### config.mk
export PLATFORM = sky130hd
export DESIGN_NAME = arith_flag_unit
export DESIGN_NICKNAME = d
export VERILOG_FILES = /design/src/rtl/aluPkg.sv /design/src/rtl/aluControl.sv /design/src/rtl/aluDatapath.sv /design/src/rtl/arith_flag_unit.sv
export SDC_FILE = /design/constraint.sdc
export NUM_CORES = 1
export LEC_CHECK = 0
export BUFFER_PORTS_ARGS = -buffer_cell sky130_fd_sc_hd__buf_4
export CAP_MARGIN = 10
export CORE_AREA = 5 5 112 114
export DETAILED_ROUTE_END_ITERATION = 12
export DIE_AREA = 0 0 117 119
export GPL_TIMING_DRIVEN = 0
export REMOVE_ABC_BUFFERS = 1
export SETUP_SLACK_MARGIN = 0.05
export SYNTH_ARGS = -nofsm -noshare
export SYNTH_HDL_FRONTEND = slang
export SYNTH_SLANG_ARGS = --single-unit
### constraint.sdc
create_clock -name clk -period 4.3 [get_ports clk]
set_clock_uncertainty 0.2 [all_clocks]
set_input_delay 0.86 -clock clk [delete_from_list [all_inputs] [get_ports clk]]
set_output_delay 0.86 -clock clk [all_outputs]
set_load 0.02 [all_outputs]
### src/rtl/aluPkg.sv
package aluPkg;
  typedef enum logic [1:0] {
    OP_ADD = 2'b00,
    OP_SUB = 2'b01,
    OP_INC = 2'b10,
    OP_DEC = 2'b11
  } aluOpE;

  typedef enum logic [1:0] {
    B_PASS = 2'b00,
    B_INV  = 2'b01,
    B_ZERO = 2'b10,
    B_ONES = 2'b11
  } bSelE;

  typedef struct packed {
    logic load;
    logic keepCarry;
    bSelE bSel;
    logic carryIn;
  } aluStrobeT;
endpackage

### src/rtl/aluControl.sv
module aluControl
  import aluPkg::*;
(
  input  logic      clk,
  input  logic      rst,
  input  logic [1:0] opSel,
  input  logic      valid,
  output aluStrobeT strobe,
  output logic      done
);
  aluOpE opCode;
  assign opCode = aluOpE'(opSel);

  always_comb begin
    strobe.load      = valid;
    strobe.keepCarry = 1'b0;
    strobe.bSel      = B_PASS;
    strobe.carryIn   = 1'b0;
    unique case (opCode)
      OP_ADD: ;
      OP_SUB: begin
        strobe.bSel    = B_INV;
        strobe.carryIn = 1'b1;
      end
      OP_INC: begin
        strobe.bSel      = B_ZERO;
        strobe.carryIn   = 1'b1;
        strobe.keepCarry = 1'b1;
      end
      OP_DEC: begin
        strobe.bSel      = B_ONES;
        strobe.keepCarry = 1'b1;
      end
      default: ;
    endcase
  end

  always_ff @(posedge clk) begin
    if (rst) done <= 1'b0;
    else     done <= valid;
  end

  // done follows each valid cycle by one cycle, and only then
  assert_done_follows_R9: assert property (@(posedge clk) disable iff (rst)
    valid |=> done);
  assert_done_idle_R9: assert property (@(posedge clk) disable iff (rst)
    !valid |=> !done);
endmodule

### src/rtl/aluDatapath.sv
module aluDatapath
  import aluPkg::*;
#(
  parameter int WIDTH = 32
) (
  input  logic             clk,
  input  logic             rst,
  input  logic [WIDTH-1:0] opA,
  input  logic [WIDTH-1:0] opB,
  input  aluStrobeT        strobe,
  output logic [WIDTH-1:0] result,
  output logic             flagN,
  output logic             flagZ,
  output logic             flagC,
  output logic             flagV
);
  localparam int MSB = WIDTH - 1;
  localparam logic [WIDTH-1:0] MOST_NEG = {1'b1, {(WIDTH-1){1'b0}}};

  logic [WIDTH-1:0] addendB;
  logic [WIDTH:0]   sumWide;
  logic [WIDTH-1:0] sum;
  logic             carryOut;
  logic             overflow;

  always_comb begin
    unique case (strobe.bSel)
      B_PASS:  addendB = opB;
      B_INV:   addendB = ~opB;
      B_ZERO:  addendB = '0;
      B_ONES:  addendB = '1;
      default: addendB = opB;
    endcase
  end

  assign sumWide  = {1'b0, opA} + {1'b0, addendB} + {{WIDTH{1'b0}}, strobe.carryIn};
  assign sum      = sumWide[WIDTH-1:0];
  assign carryOut = sumWide[WIDTH];
  assign overflow = (opA[MSB] == addendB[MSB]) && (sum[MSB] != opA[MSB]);

  always_ff @(posedge clk) begin
    if (rst) begin
      result <= '0;
      flagN  <= 1'b0;
      flagZ  <= 1'b0;
      flagC  <= 1'b0;
      flagV  <= 1'b0;
    end else if (strobe.load) begin
      result <= sum;
      flagN  <= sum[MSB];
      flagZ  <= (sum == '0);
      flagV  <= overflow;
      if (!strobe.keepCarry) flagC <= carryOut;
    end
  end

  // negative flag tracks the result sign
  assert_sign_R1: assert property (@(posedge clk) disable iff (rst)
    strobe.load |=> (flagN == result[MSB]));
  // zero flag tracks an all-zero result
  assert_zero_R2: assert property (@(posedge clk) disable iff (rst)
    strobe.load |=> (flagZ == (result == '0)));
  // increment and decrement keep the stored carry
  assert_keep_carry_R6: assert property (@(posedge clk) disable iff (rst)
    (strobe.load && strobe.keepCarry) |=> (flagC == $past(flagC)));
  // increment overflows only into the most negative value
  assert_inc_overflow_R7: assert property (@(posedge clk) disable iff (rst)
    (strobe.load && strobe.bSel == B_ZERO && strobe.carryIn) |=> (flagV == (result == MOST_NEG)));
  // idle cycles hold result and flags
  assert_hold_R9: assert property (@(posedge clk) disable iff (rst)
    !strobe.load |=> ($stable(result) && $stable(flagN) && $stable(flagZ)
                      && $stable(flagC) && $stable(flagV)));
endmodule

### src/rtl/arith_flag_unit.sv
module arith_flag_unit
  import aluPkg::*;
(
  input  logic        clk,
  input  logic        rst,
  input  logic [31:0] opA,
  input  logic [31:0] opB,
  input  logic [1:0]  opSel,
  input  logic        valid,
  output logic [31:0] result,
  output logic        flagN,
  output logic        flagZ,
  output logic        flagC,
  output logic        flagV,
  output logic        done
);
  aluStrobeT strobe;

  aluControl u_control (
    .clk    (clk),
    .rst    (rst),
    .opSel  (opSel),
    .valid  (valid),
    .strobe (strobe),
    .done   (done)
  );

  aluDatapath #(.WIDTH(32)) u_datapath (
    .clk    (clk),
    .rst    (rst),
    .opA    (opA),
    .opB    (opB),
    .strobe (strobe),
    .result (result),
    .flagN  (flagN),
    .flagZ  (flagZ),
    .flagC  (flagC),
    .flagV  (flagV)
  );
endmodule

==> flow_summary.rst <==
.. list-table::
   :header-rows: 1

   * - Metric
     - Value
   * - Number of antenna violations at the first check in global routing
     - 0
   * - Overall track demand over capacity in global routing
     - 0.178
   * - PnR Total Power
     - 1.82 mW
   * - Post-layout net count
     - about 750
   * - H-tree depth
     - 2
   * - Area fraction in compound gates after synthesis
     - 0.316
   * - R2R setup slack
     - 3.36 ns
   * - Depth of the most critical reg-to-reg path
     - 2
   * - R2r startpoint
     - u_datapath.result[28]
   * - Via count of the first global-routing pass
     - 4144
   * - Maximum resistive drop on vdd
     - roughly 0.18 mV
   * - Number of antenna cells inserted
     - 0
   * - LEAKAGE
     - approximately 2.6 nW
   * - Worst max-slew margin expressed relative to the limit
     - 0.626
   * - Clock transition at path regs
     - roughly 0.06 ns
   * - Post-DR wirelength/cell
     - 16.8 um
   * - Total CTS buffers
     - 5
   * - Die outline area
     - 0.0139 mm^2
   * - Worst setup slack before clock tree synthesis
     - -1.63 ns
   * - Final cell count without fillers
     - ~790
   * - TritonCTS clock tree
     - yes
   * - Crit Path Max Fanout
     - 36
   * - ANT nets after route
     - 0
   * - Port Buf Inserts
     - about 110
   * - X dimension of the die
     - approximately 120 um
   * - Post-synth top area share
     - 0.187
   * - Arr. time, crit path
     - 4.23 ns
   * - Max-cap violation count
     - 0
   * - Detail-routed via count per cell
     - ~5.4
   * - Netlist area before placement
     - about 0.0039 mm^2
   * - CTS root buf
     - clkbuf_16
   * - Most used flip-flop cell after synthesis
     - dfxtp_1
   * - Largest family of logic cells by synthesized area
     - compound AO/OA/AOI/OAI gates
   * - First-pass GRT wire length
     - between 20000 and 25000 um
   * - Final Hold Fails
     - 0
   * - Largest net degree at the start of global routing
     - 39
   * - Count of synthesis-stage warnings from yosys
     - 0
   * - Detailed-router iteration count before antenna repair
     - 4
   * - Core Region
     - roughly 0.011 mm^2
   * - Number of enable-type register cells in the synthesized netlist
     - 0
   * - Reg2reg end
     - u_datapath.result[28]
   * - Number of endpoints failing setup at the final stage
     - 0
   * - Count of placed standard cells including taps
     - between 700 and 800
   * - Hold Crit Depth
     - 2
   * - Worst Path Required
     - ~4.3 ns
   * - Worst Hold Endpoint
     - u_datapath.result[15]
   * - Post-synth ARST share
     - 0
   * - DIE HEIGHT
     - 119 um
   * - DRT iter0 DRCs
     - 232
   * - RSZ-0062 raised after global routing
     - yes
   * - Remaining global-route overflow
     - 0
   * - Max Freq
     - 234 MHz
   * - Ranking of synthesized cells by area
     - dfxtp_1, ha_1, a21oi_1
   * - Hold buffer count at CTS
     - 0
   * - Overall routed net length
     - 13300 um
   * - Sum of negative setup slack
     - 0 ns
   * - Cell variety after synth
     - 64
   * - Leading area contributor after synthesis
     - dfxtp_1
   * - Final Wtd Congestion
     - 0.881
   * - Core Rows
     - 39
   * - Share of the yosys chip area belonging to registers
     - 0.187
   * - Worst setup path class
     - input port to flip-flop
   * - Final slew viol count
     - 0
   * - Post-synthesis mux area share
     - 0.0622
   * - Count of mapped cells out of synthesis
     - 523
   * - Half-perimeter wire length of the detailed placement result
     - 9560 um
   * - Worst skew pair latency
     - 0.28 ns
   * - Post-layout minimum cycle time
     - 4.27 ns
   * - Setup WS post-layout
     - 0.0269 ns
   * - Total via count after detailed routing
     - 4249
   * - Post-Synth Adder-Cell Area
     - 0.127
   * - Fraction of final layout cells sized beyond drive strength 1
     - 0.373
   * - Most common cell after layout, fill and taps aside
     - buf_4
   * - Commonest cells after routing, fill and taps aside
     - buf_4, nor2_1, a21oi_1, inv_1, dfxtp_1
   * - Post-synthesis xor/xnor area fraction
     - 0.0499
   * - Pwr/cell area
     - roughly 320 mW/mm^2
   * - Number of placed I/O pins
     - 106
   * - CP startpoint kind
     - input port
   * - Period utilisation layout
     - 0.994
   * - Result of the run
     - completed
   * - Layout-stage area growth over the synthesis result
     - 49.1%
   * - Worst Setup End Kind
     - flip-flop
   * - Remaining routing DRC violations
     - 0
   * - Hold path start
     - u_datapath.result[15]
   * - Basic-gate share of the synthesized area counting and, or, nand and nor cells
     - 0.177
   * - Average cell area after synthesis
     - 7.39 um^2
   * - Largest buffer count on any clock path
     - 2
   * - Min-Delay Path Class
     - flip-flop to flip-flop
   * - Worst Tran Pin Value
     - ~0.56 ns
   * - Total clock sinks
     - 36
   * - Starting Density
     - 0.341
   * - Number of storage elements in the synthesis netlist
     - 36
==> Yosys cell counts, drive strengths merged, types with 2 or more instances <==
cell type  count
nand2         31
o211ai         2
o21a           8
nor2          57
mux2i         24
ha            36
clkbuf        21
o2111ai        5
nand4          3
a21boi         4
xnor2         14
nor3           9
o31a           2
o21ai         22
nand2b         2
dfxtp         36
a21oi         64
nand4b         2
nor2b          5
and2           5
a31oi          6
xor2           8
o22ai          4
a22o           2
nor4           3
or4            3
a21o          14
or3            4
a211oi        39
fa             2
buf            9
nand3         11
and3           3
inv           44
or2            2
==> power breakdown <==
group	switching, mW	leakage (nW)	internal, mW	total, mW
combinational	0.548	2.19	0.455	1.00
sequential	0.0271	0.297	0.379	0.406
clock	0.143	0.0798	0.272	0.415
==> area by class of cell <==
cell class              instances  area (um^2)
inverters                      44          173
repair buffers                145         1190
well taps                     143          179
clock buffers                   5          125
multi-input cells             413         3330
flip-flops and latches         36          721
fillers                      1089         5560
clock inverters                 3         42.5
==> through the flow <==
step / hold WS, ns / cell area [um^2] / utilization
finish: 0.272 / 5760 / 0.509
global route: 0.312 / 5760 / 0.509
CTS: 0.274 / 5330 / 0.471
detailed placement: 0.265 / 4700 / 0.415
global placement: 0.260 / 4680 / 0.413
floorplan: 0.338 / 3710 / -
==> flip-flops by register name (all words and copies together), names as in the netlist <==
name	count
u_datapath.flagN	1
u_datapath.result	31
u_datapath.flagV	1
u_datapath.flagC	1
u_control.done	1
u_datapath.flagZ	1
==> metal layers <==
metal / global-route usage / vias up / routed length, um
li1: - / 2140 / -
met1: 0.241 / 1972 / 5910
met2: 0.300 / 118 / 6410
met3: 0.0274 / 19 / 733
met4: 0.0351 / 0 / 214
met5: 0 / - / 0
==> worst max-delay path by stage <==
stage / from / end / slack (ns) / cells after the start
final: opSel[0] / u_datapath.flagZ / 0.03 / 19
after detailed placement: opSel[1] / u_datapath.flagZ / -1.63 / 17
after global routing: opSel[1] / u_datapath.flagZ / -0.13 / 17
after global placement: opSel[0] / u_datapath.flagZ / -2.09 / 17
after CTS: opSel[1] / u_datapath.flagZ / -0.02 / 17
after floorplan: opSel[0] / u_datapath.flagZ / -1.04 / 16
==> critical path, cell delays in order <==
cell       delay [ns]
buf_12           0.09
inv_4            0.04
ha_4             0.15
buf_6            0.13
buf_12           0.16
a211oi_2         0.21
a21oi_1          0.06
ha_1             0.38
nand4_1          0.20
buf_4            0.20
nor4_4           0.29
buf_4            0.16
a31oi_2          0.15
o2111a_1         0.32
or3_1            0.38
o211ai_1         0.17
nor4_4           0.06
nand4bb_1        0.14
o31ai_2          0.06
==> cell families (layout without fill, tap and decap cells) <==
group,after synthesis,in the layout
AO/OA/AOI/OAI,185,185
AND/OR/NAND/NOR,144,144
buffers and inverters,74,197
adder cells (fa/ha/maj),38,38
flip-flops,36,36
multiplexers,24,24
XOR/XNOR,22,22
==> timing repair <==
item | 4_1_cts | 5_1_grt
endpoints found under the setup margin | 26 | 5
resized for setup | 63 | 60
pin swaps | 30 | 39
buffers inserted | 26 | 13
Note: power is estimated with default switching activity, not from simulation.
